===== src/rtl/uart_rb_pkg.sv =====
package uart_rb_pkg;

  typedef enum logic [3:0] {
    SEL_NONE, SEL_DATA, SEL_RXSTAT, SEL_FLAGS, SEL_IRDA, SEL_DIVINT,
    SEL_DIVFRAC, SEL_LINE, SEL_CTRL, SEL_LEVEL, SEL_MASK, SEL_RAW,
    SEL_MASKED, SEL_CLEAR, SEL_DMA, SEL_IDENT
  } reg_sel_e;

  localparam int INT_BITS  = 11;
  localparam int TX_INT    = 5;
  localparam int FIFO_EN   = 4;

  function automatic logic [7:0] ident_byte(input logic [2:0] slot);
    case (slot)
      3'd0:    return 8'h11;
      3'd1:    return 8'h10;
      3'd2:    return 8'h14;
      3'd3:    return 8'h00;
      3'd4:    return 8'h0D;
      3'd5:    return 8'hF0;
      3'd6:    return 8'h05;
      default: return 8'hB1;
    endcase
  endfunction

endpackage


===== src/rtl/uart_rb_decode.sv =====
module uart_rb_decode
  import uart_rb_pkg::*;
#(
  parameter int ADDR_W = 12
) (
  input  logic [ADDR_W-1:0] addr,
  output reg_sel_e          sel,
  output logic              rd_ok,
  output logic              wr_ok,
  output logic [2:0]        id_slot
);
  localparam int IDX_W = ADDR_W - 2;
  localparam logic [IDX_W-1:0] ID_BASE = IDX_W'((1 << IDX_W) - 8);

  logic [IDX_W-1:0] idx;
  assign idx     = addr[ADDR_W-1:2];
  assign id_slot = idx[2:0];

  always_comb begin
    if (idx >= ID_BASE) begin
      sel = SEL_IDENT;
    end else begin
      case (idx)
        IDX_W'(0):  sel = SEL_DATA;
        IDX_W'(1):  sel = SEL_RXSTAT;
        IDX_W'(6):  sel = SEL_FLAGS;
        IDX_W'(8):  sel = SEL_IRDA;
        IDX_W'(9):  sel = SEL_DIVINT;
        IDX_W'(10): sel = SEL_DIVFRAC;
        IDX_W'(11): sel = SEL_LINE;
        IDX_W'(12): sel = SEL_CTRL;
        IDX_W'(13): sel = SEL_LEVEL;
        IDX_W'(14): sel = SEL_MASK;
        IDX_W'(15): sel = SEL_RAW;
        IDX_W'(16): sel = SEL_MASKED;
        IDX_W'(17): sel = SEL_CLEAR;
        IDX_W'(18): sel = SEL_DMA;
        default:    sel = SEL_NONE;
      endcase
    end
  end

  always_comb begin
    rd_ok = (sel != SEL_NONE) && (sel != SEL_CLEAR);
    wr_ok = (sel != SEL_NONE) && (sel != SEL_RAW) &&
            (sel != SEL_MASKED) && (sel != SEL_IDENT);
  end

endmodule


===== src/rtl/uart_rb_irq.sv =====
module uart_rb_irq #(
  parameter int N = 11
) (
  input  logic         clk,
  input  logic         rst_n,
  input  logic [N-1:0] raise,
  input  logic         clr_en,
  input  logic [N-1:0] clr_bits,
  input  logic         mask_we,
  input  logic [N-1:0] mask_wdata,
  output logic [N-1:0] raw,
  output logic [N-1:0] mask,
  output logic [N-1:0] masked,
  output logic         irq_any
);
  logic [N-1:0] raw_d, mask_d;

  always_comb begin
    raw_d  = raw;
    if (clr_en) raw_d = raw_d & ~clr_bits;
    raw_d  = raw_d | raise;
    mask_d = mask_we ? mask_wdata : mask;
  end

  always_ff @(posedge clk or negedge rst_n) begin
    if (!rst_n) begin
      raw  <= '0;
      mask <= '0;
    end else begin
      raw  <= raw_d;
      mask <= mask_d;
    end
  end

  assign masked  = raw & mask;
  assign irq_any = |masked;

  // a raised source is pending on the next cycle, even under a clear
  a_r9_raise_lands: assert property (@(posedge clk) disable iff (!rst_n)
    (raise != '0) |=> ((raw & $past(raise)) == $past(raise)));

  // a cleared bit without a raise is gone on the next cycle
  a_r9_clear_drops: assert property (@(posedge clk) disable iff (!rst_n)
    (clr_en && raise == '0) |=> ((raw & $past(clr_bits)) == '0));

endmodule


===== src/rtl/uart_rb_baud.sv =====
module uart_rb_baud #(
  parameter int unsigned CLK_HZ = 24_000_000,
  parameter int INT_W   = 16,
  parameter int FRAC_W  = 6,
  parameter int BAUD_W  = 32
) (
  input  logic [INT_W-1:0]  div_int,
  input  logic [FRAC_W-1:0] div_frac,
  output logic [BAUD_W-1:0] baud
);
  localparam int DIV_W = INT_W + FRAC_W;
  localparam logic [BAUD_W-1:0] CLK_V = BAUD_W'(CLK_HZ);

  logic [DIV_W-1:0]  divisor;
  logic [BAUD_W-1:0] quot;

  assign divisor = {div_int, div_frac};

  always_comb begin
    if (div_frac == '0) begin
      quot = '0;
      baud = '0;
    end else begin
      quot = CLK_V / BAUD_W'(divisor);
      baud = quot << 2;
    end
  end

endmodule


===== src/rtl/uart_regbank.sv =====
module uart_regbank
  import uart_rb_pkg::*;
#(
  parameter int unsigned CLK_HZ = 24_000_000,
  parameter int ADDR_W   = 12,
  parameter int DATA_W   = 32,
  parameter int BYTE_W   = 8,
  parameter int RXST_W   = 4,
  parameter int DIVI_W   = 16,
  parameter int DIVF_W   = 6,
  parameter int LINE_W   = 8,
  parameter int CTRL_W   = 16,
  parameter int LEVEL_W  = 6,
  parameter int DMA_W    = 3,
  parameter int BAUD_W   = 32
) (
  input  logic                       clk,
  input  logic                       rst_n,
  input  logic                       req_valid,
  input  logic                       req_write,
  input  logic [ADDR_W-1:0]          req_addr,
  input  logic [DATA_W-1:0]          req_wdata,
  output logic                       rsp_valid,
  output logic [DATA_W-1:0]          rsp_rdata,
  output logic                       bad_access,
  input  logic [BYTE_W+RXST_W-1:0]   rx_word,
  output logic                       rx_pop,
  output logic                       tx_push,
  output logic [BYTE_W-1:0]          tx_data,
  output logic                       fifo_flush,
  input  logic                       st_tx_empty,
  input  logic                       st_rx_full,
  input  logic                       st_tx_full,
  input  logic                       st_rx_empty,
  input  logic [INT_BITS-1:0]        int_raise,
  output logic                       irq_any,
  output logic                       dma_unsup,
  output logic [BAUD_W-1:0]          baud_rate
);
  localparam int RXW = BYTE_W + RXST_W;
  localparam logic [CTRL_W-1:0]  CTRL_RST  = CTRL_W'(16'h0300);
  localparam logic [LEVEL_W-1:0] LEVEL_RST = LEVEL_W'(6'h12);
  localparam logic [3:0]         FLAG_RST  = 4'b1001;

  reg_sel_e   sel;
  logic       rd_ok, wr_ok;
  logic [2:0] id_slot;
  logic       rd, wr;

  uart_rb_decode #(.ADDR_W(ADDR_W)) i_decode (
    .addr(req_addr), .sel(sel), .rd_ok(rd_ok), .wr_ok(wr_ok), .id_slot(id_slot)
  );

  assign rd = req_valid && !req_write;
  assign wr = req_valid &&  req_write;

  // stored configuration
  logic [BYTE_W-1:0]  irda_q,  irda_d;
  logic [DIVI_W-1:0]  divi_q,  divi_d;
  logic [DIVF_W-1:0]  divf_q,  divf_d;
  logic [LINE_W-1:0]  line_q,  line_d;
  logic [CTRL_W-1:0]  ctrl_q,  ctrl_d;
  logic [LEVEL_W-1:0] level_q, level_d;
  logic [DMA_W-1:0]   dma_q,   dma_d;
  logic [RXST_W-1:0]  rxst_q,  rxst_d;
  logic [3:0]         flag_q,  flag_d;

  // response and pulses
  logic              rspv_d, bad_d, pop_d, push_d, flush_d, unsup_d;
  logic [DATA_W-1:0] rdata_d;
  logic [BYTE_W-1:0] txd_d;

  // interrupt unit
  logic [INT_BITS-1:0] raw, mask, masked, raise_all;
  logic                clr_en, mask_we, tx_set;

  assign tx_set    = wr && (sel == SEL_DATA);
  assign raise_all = int_raise | (INT_BITS'(tx_set) << TX_INT);
  assign clr_en    = wr && (sel == SEL_CLEAR);
  assign mask_we   = wr && (sel == SEL_MASK);

  uart_rb_irq #(.N(INT_BITS)) i_irq (
    .clk(clk), .rst_n(rst_n), .raise(raise_all),
    .clr_en(clr_en), .clr_bits(req_wdata[INT_BITS-1:0]),
    .mask_we(mask_we), .mask_wdata(req_wdata[INT_BITS-1:0]),
    .raw(raw), .mask(mask), .masked(masked), .irq_any(irq_any)
  );

  uart_rb_baud #(
    .CLK_HZ(CLK_HZ), .INT_W(DIVI_W), .FRAC_W(DIVF_W), .BAUD_W(BAUD_W)
  ) i_baud (
    .div_int(divi_q), .div_frac(divf_q), .baud(baud_rate)
  );

  // register next state
  always_comb begin
    irda_d  = irda_q;
    divi_d  = divi_q;
    divf_d  = divf_q;
    line_d  = line_q;
    ctrl_d  = ctrl_q;
    level_d = level_q;
    dma_d   = dma_q;
    rxst_d  = rxst_q;
    flag_d  = {st_tx_empty, st_rx_full, st_tx_full, st_rx_empty};
    push_d  = 1'b0;
    txd_d   = tx_data;
    flush_d = 1'b0;
    unsup_d = 1'b0;
    pop_d   = 1'b0;
    if (wr) begin
      case (sel)
        SEL_DATA: begin
          push_d = 1'b1;
          txd_d  = req_wdata[BYTE_W-1:0];
        end
        SEL_RXSTAT:  rxst_d  = '0;
        SEL_IRDA:    irda_d  = req_wdata[BYTE_W-1:0];
        SEL_DIVINT:  divi_d  = req_wdata[DIVI_W-1:0];
        SEL_DIVFRAC: divf_d  = req_wdata[DIVF_W-1:0];
        SEL_LINE: begin
          line_d  = req_wdata[LINE_W-1:0];
          flush_d = line_q[FIFO_EN] ^ req_wdata[FIFO_EN];
        end
        SEL_CTRL:    ctrl_d  = req_wdata[CTRL_W-1:0];
        SEL_LEVEL:   level_d = req_wdata[LEVEL_W-1:0];
        SEL_DMA: begin
          dma_d   = req_wdata[DMA_W-1:0];
          unsup_d = |req_wdata[1:0];
        end
        default: ;
      endcase
    end
    if (rd && sel == SEL_DATA) begin
      pop_d  = 1'b1;
      rxst_d = rx_word[RXW-1:BYTE_W];
    end
  end

  // read data mux
  always_comb begin
    rdata_d = '0;
    if (rd) begin
      case (sel)
        SEL_DATA:    rdata_d = DATA_W'(rx_word);
        SEL_RXSTAT:  rdata_d = DATA_W'(rxst_q);
        SEL_FLAGS:   rdata_d = DATA_W'({flag_q, 4'b0000});
        SEL_IRDA:    rdata_d = DATA_W'(irda_q);
        SEL_DIVINT:  rdata_d = DATA_W'(divi_q);
        SEL_DIVFRAC: rdata_d = DATA_W'(divf_q);
        SEL_LINE:    rdata_d = DATA_W'(line_q);
        SEL_CTRL:    rdata_d = DATA_W'(ctrl_q);
        SEL_LEVEL:   rdata_d = DATA_W'(level_q);
        SEL_MASK:    rdata_d = DATA_W'(mask);
        SEL_RAW:     rdata_d = DATA_W'(raw);
        SEL_MASKED:  rdata_d = DATA_W'(masked);
        SEL_DMA:     rdata_d = DATA_W'(dma_q);
        SEL_IDENT:   rdata_d = DATA_W'(ident_byte(id_slot));
        default:     rdata_d = '0;
      endcase
    end
    rspv_d = rd;
    bad_d  = req_valid && (req_write ? !wr_ok : !rd_ok);
  end

  always_ff @(posedge clk or negedge rst_n) begin
    if (!rst_n) begin
      irda_q  <= '0;
      divi_q  <= '0;
      divf_q  <= '0;
      line_q  <= '0;
      ctrl_q  <= CTRL_RST;
      level_q <= LEVEL_RST;
      dma_q   <= '0;
      rxst_q  <= '0;
      flag_q  <= FLAG_RST;
      rsp_valid  <= 1'b0;
      rsp_rdata  <= '0;
      bad_access <= 1'b0;
      rx_pop     <= 1'b0;
      tx_push    <= 1'b0;
      tx_data    <= '0;
      fifo_flush <= 1'b0;
      dma_unsup  <= 1'b0;
    end else begin
      irda_q  <= irda_d;
      divi_q  <= divi_d;
      divf_q  <= divf_d;
      line_q  <= line_d;
      ctrl_q  <= ctrl_d;
      level_q <= level_d;
      dma_q   <= dma_d;
      rxst_q  <= rxst_d;
      flag_q  <= flag_d;
      rsp_valid  <= rspv_d;
      rsp_rdata  <= rdata_d;
      bad_access <= bad_d;
      rx_pop     <= pop_d;
      tx_push    <= push_d;
      tx_data    <= txd_d;
      fifo_flush <= flush_d;
      dma_unsup  <= unsup_d;
    end
  end

  // every read is answered on the next cycle
  a_r2_read_answered: assert property (@(posedge clk) disable iff (!rst_n)
    (req_valid && !req_write) |=> rsp_valid);

  // a write never produces a response
  a_r2_write_silent: assert property (@(posedge clk) disable iff (!rst_n)
    (req_valid && req_write) |=> !rsp_valid);

  // a bad read returns zero
  a_r6_bad_reads_zero: assert property (@(posedge clk) disable iff (!rst_n)
    (bad_access && rsp_valid) |-> (rsp_rdata == '0));

  // a transmit push only follows a write of word 0
  a_r7_push_from_write: assert property (@(posedge clk) disable iff (!rst_n)
    tx_push |-> $past(req_valid && req_write && req_addr[ADDR_W-1:2] == '0));

  // a pop accompanies a read response
  a_r8_pop_with_rsp: assert property (@(posedge clk) disable iff (!rst_n)
    rx_pop |-> (rsp_valid && !bad_access));

  // the unsupported flag follows a write only
  a_r11_unsup_from_write: assert property (@(posedge clk) disable iff (!rst_n)
    dma_unsup |-> $past(req_valid && req_write));

endmodule


===== config.mk =====
export PLATFORM = sky130hd
export DESIGN_NAME = uart_regbank
export DESIGN_NICKNAME = d
export VERILOG_FILES = /design/src/rtl/uart_rb_pkg.sv /design/src/rtl/uart_rb_decode.sv /design/src/rtl/uart_rb_irq.sv /design/src/rtl/uart_rb_baud.sv /design/src/rtl/uart_regbank.sv
export SDC_FILE = /design/constraint.sdc
export NUM_CORES = 1
export LEC_CHECK = 0
export BUFFER_PORTS_ARGS = -buffer_cell sky130_fd_sc_hd__buf_2
export CAP_MARGIN = 20
export CELL_PAD_IN_SITES_DETAIL_PLACEMENT = 0
export CELL_PAD_IN_SITES_GLOBAL_PLACEMENT = 2
export CORE_AREA = 2 2 300 302
export DETAILED_ROUTE_END_ITERATION = 10
export DIE_AREA = 0 0 302 304
export GPL_TIMING_DRIVEN = 0
export HOLD_SLACK_MARGIN = 0.12
export PLACE_DENSITY = 0.9
export SLEW_MARGIN = 40
export SYNTH_ARGS = -nofsm -noshare
export SYNTH_HDL_FRONTEND = slang
export SYNTH_SLANG_ARGS = --single-unit
export TNS_END_PERCENT = 10

===== constraint.sdc =====
create_clock -name clk -period 121 [get_ports clk]
set_input_delay 24.2 -clock clk [delete_from_list [all_inputs] [get_ports clk]]
set_output_delay 24.2 -clock clk [all_outputs]
set_load 0.01 [all_outputs]

==> impl_metrics.json <==
{
  "grt_first_pass_wirelength_microns": 192100,
  "cts_buffers": 17,
  "finalMaxSlewViolations": 0,
  "worst_pin_slew_ns": 0.8499,
  "synth_mux_area_frac": 0.07476,
  "seq_area_frac_synth": 0.09228,
  "core_sq_um": 89050,
  "slowest_stage": "a2111oi_2",
  "synth_compound_area_frac": 0.3266,
  "relSlewSlack": 0.4303,
  "synth_commonest_cells": "nor2_1, ha_1, nand2_1",
  "synth-simple-area-share": 0.2235,
  "period_share": 0.9501,
  "die-area_sq_um": 91810,
  "hpwl_microns": 100300,
  "port_buffers": 111,
  "initial_core_util": 0.3755,
  "synth_area_sq_um": 33440,
  "synth-edff-count": 0,
  "first_pass_iters": 8,
  "routedWlPerCell_microns": 21.23,
  "fmax_ghz": 0.008698,
  "detailedPlace.worstSlack_ns": -0.02596,
  "route.antenna.remaining_nets": 0,
  "vias": 36140,
  "numPlacedInstances": 5879,
  "synthToLayoutAreaGrowth_pct": 9.980,
  "drc_errors": 0,
  "critPathCaptureType": "primary output",
  "cts_hold_buf": 0,
  "synthCells": 4561,
  "grt_pass1_vias": 33500,
  "htree_levels": 4,
  "synth-main-ff-cell": "dfrtp_1",
  "finalNetCount": 5244,
  "io_pins": 154,
  "cpPeakStageDelay_ns": 0.62,
  "antenna_found_initial": 0,
  "finalHoldViolations": 0,
  "cp_top_family": "compound AO/OA/AOI/OAI gates",
  "fin_cells": 5918,
  "vias_per_cell": 6.107,
  "vdd_drop_max_uv": 10.19,
  "routabilityCongestion": 0.9512,
  "path_buf_inv": 59,
  "synth_seq_cells": 123,
  "synth_area_per_cell_sq_um": 7.331,
  "numClockSinks": 123,
  "diodes": 0,
  "wl_microns": 125700,
  "final.min_clock_period_ns": 114.97,
  "synthArstFlopShare": 1.000,
  "synth.area.top_cells": "ha_1, dfrtp_1, mux2_2",
  "drtIter0Drc": 3041,
  "drive_above_1_share": 0.1291,
  "worst_slack_ns": 6.035,
  "die_x_microns": 302,
  "grt-ovfl-total": 0,
  "cts_buffer_depth": 2,
  "synth.most_common_cell": "nor2_1",
  "crit_top_cell": "a21o_1",
  "status": "finished clean",
  "crit_fanout": 13,
  "cp.depth": 356,
  "grt_max_degree": 78,
  "cts_tree": "done",
  "crit_arrival_ns": 90.77,
  "synth_cell_types": 112,
  "synth_top_area_frac": 0.1646,
  "synth_area_leader_cell": "ha_1",
  "whs_path_depth": 1,
  "num_rows": 110,
  "clk_latency_ns": 0.42,
  "max_cap_viol_count": 0,
  "die_h_microns": 304,
  "power_density_nw_per_um2": 2.667,
  "yosysWarnings": 0,
  "synthAdderAreaFrac": 0.1649,
  "r2r_cells": 11,
  "synth_top_family_by_area": "compound AO/OA/AOI/OAI gates",
  "crit_type": "flop to primary output",
  "finalSetupViolCount": 0,
  "grt.total_usage": 0.2625,
  "hold_class": "flop to flop",
  "worstSetupStartpointType": "flop",
  "cts-root-buf": "clkbuf_16",
  "finClkSkew_ns": 0.008768,
  "synth_xor_area_frac": 0.08146,
  "cellLeakagePower_uw": 0.01682,
  "clkSlewWorstSetupHoldPaths_ns": 0.06,
  "cp_data_required_time_ns": 96.80
}
## repair_timing
action                                 CTS  global route
endpoints found under the hold margin    0             0
gates resized for setup                  4            85
pin swaps                                1             3
setup buffers                            0            10
setup endpoints to repair                1             2
## worst paths after layout
check                                       start                      to  slack, ns
setup / recovery            divf_q[0]$_DFFE_PN0P_            baud_rate[2]       6.03
hold / removal             tx_data[6]$_DFFE_PN0P_  tx_data[6]$_DFFE_PN0P_       0.51
setup reg to reg            divf_q[0]$_DFFE_PN0P_   divf_q[0]$_DFFE_PN0P_     115.75
hold reg to reg            tx_data[6]$_DFFE_PN0P_  tx_data[6]$_DFFE_PN0P_       0.51
max in group asynchronous                   rst_n  level_q[1]$_DFFE_PN1P_      96.61
min in group asynchronous                   rst_n  rsp_rdata[4]$_DFF_PN0_      23.66
## layer usage
| layer | share of wire | GRT usage |
|---|---|---|
| met5 | 0 | 0 |
| met4 | 0.030 | 0.07138 |
| met3 | 0.059 | 0.02177 |
| met2 | 0.45 | 0.4283 |
| met1 | 0.46 | 0.3687 |
## area by class of cell
class	count	area, sq um
clock buffers	17	425.4
multi-input cells	4159	29460
well taps	1176	1471
plain buffers	151	714.4
repair buffers	134	905.9
flip-flops and latches	123	3085
inverters	143	560.5
clock inverters	15	150.1
fillers	9327	52270
## state kept, by name (all words and copies together), names as in the netlist
signal,count
bad_access,1
ctrl_q,16
divf_q,6
divi_q,16
dma_q,3
dma_unsup,1
fifo_flush,1
flag_q,4
i_irq.mask,11
i_irq.raw,11
irda_q,8
level_q,6
line_q,8
rsp_rdata,16
rsp_valid,1
rx_pop,1
rxst_q,4
tx_data,8
tx_push,1
## power breakdown
group	internal, uW	switching [uW]
clock	30.2	19.1
sequential	41.9	0.525
combinational	2.46	3.90
total	74.5	23.5
## kinds of logic after synthesis
logic type / Yosys count
xor gates and xnor gates: 311
and+or+nand+nor: 1545
DFF: 123
AOI/OAI and AO/OA: 1619
buffers and inverters: 297
other: 1
muxes: 224
adders and majority gates: 441
## through the flow
| stage | utilization | total power [uW] | TNS, ns | hold WS (ns) | instance area [sq um] |
|---|---|---|---|---|---|
| final | 0.4130 | 98.06 | 0 | 0.5051 | 36770 |
| after global routing | 0.4130 | 101.3 | -0.06776 | 0.5182 | 36770 |
| after CTS | 0.4102 | 98.45 | 0 | 0.5089 | 36530 |
| after detailed placement | 0.4037 | 49.40 | -0.02596 | 0.4914 | 35940 |
| after global placement | 0.3990 | 49.13 | -2.993 | 0.4866 | 35530 |
| after floorplan | - | 45.97 | 0 | 0.4641 | 33500 |
## cell usage in the layout (no fill, tap or decap), drive strengths merged, types with 16 or more instances in the layout
| master | n |
|---|---|
| a2111oi | 24 |
| ha | 440 |
| conb | 19 |
| mux2i | 24 |
| a21boi | 37 |
| nand4 | 44 |
| inv | 143 |
| a211oi | 42 |
| buf | 175 |
| a21o | 176 |
| xnor2 | 222 |
| o21a | 128 |
| nand2 | 415 |
| mux2 | 200 |
| o21ai | 294 |
| nor2 | 459 |
| a31oi | 60 |
| nor2b | 71 |
| o2111ai | 22 |
| a21oi | 407 |
| nor3 | 108 |
| xor2 | 89 |
| and2 | 36 |
| nand2b | 71 |
| or3 | 51 |
| o31a | 17 |
| or2 | 36 |
| nand3b | 16 |
| o31ai | 51 |
| o21bai | 45 |
| o22ai | 19 |
| dfrtp | 117 |
| clkbuf | 127 |
| nor4 | 43 |
| a221oi | 20 |
| a22oi | 27 |
| and3 | 42 |
| o211ai | 51 |
| nand3 | 100 |
Power figures use the tool's default switching activity.
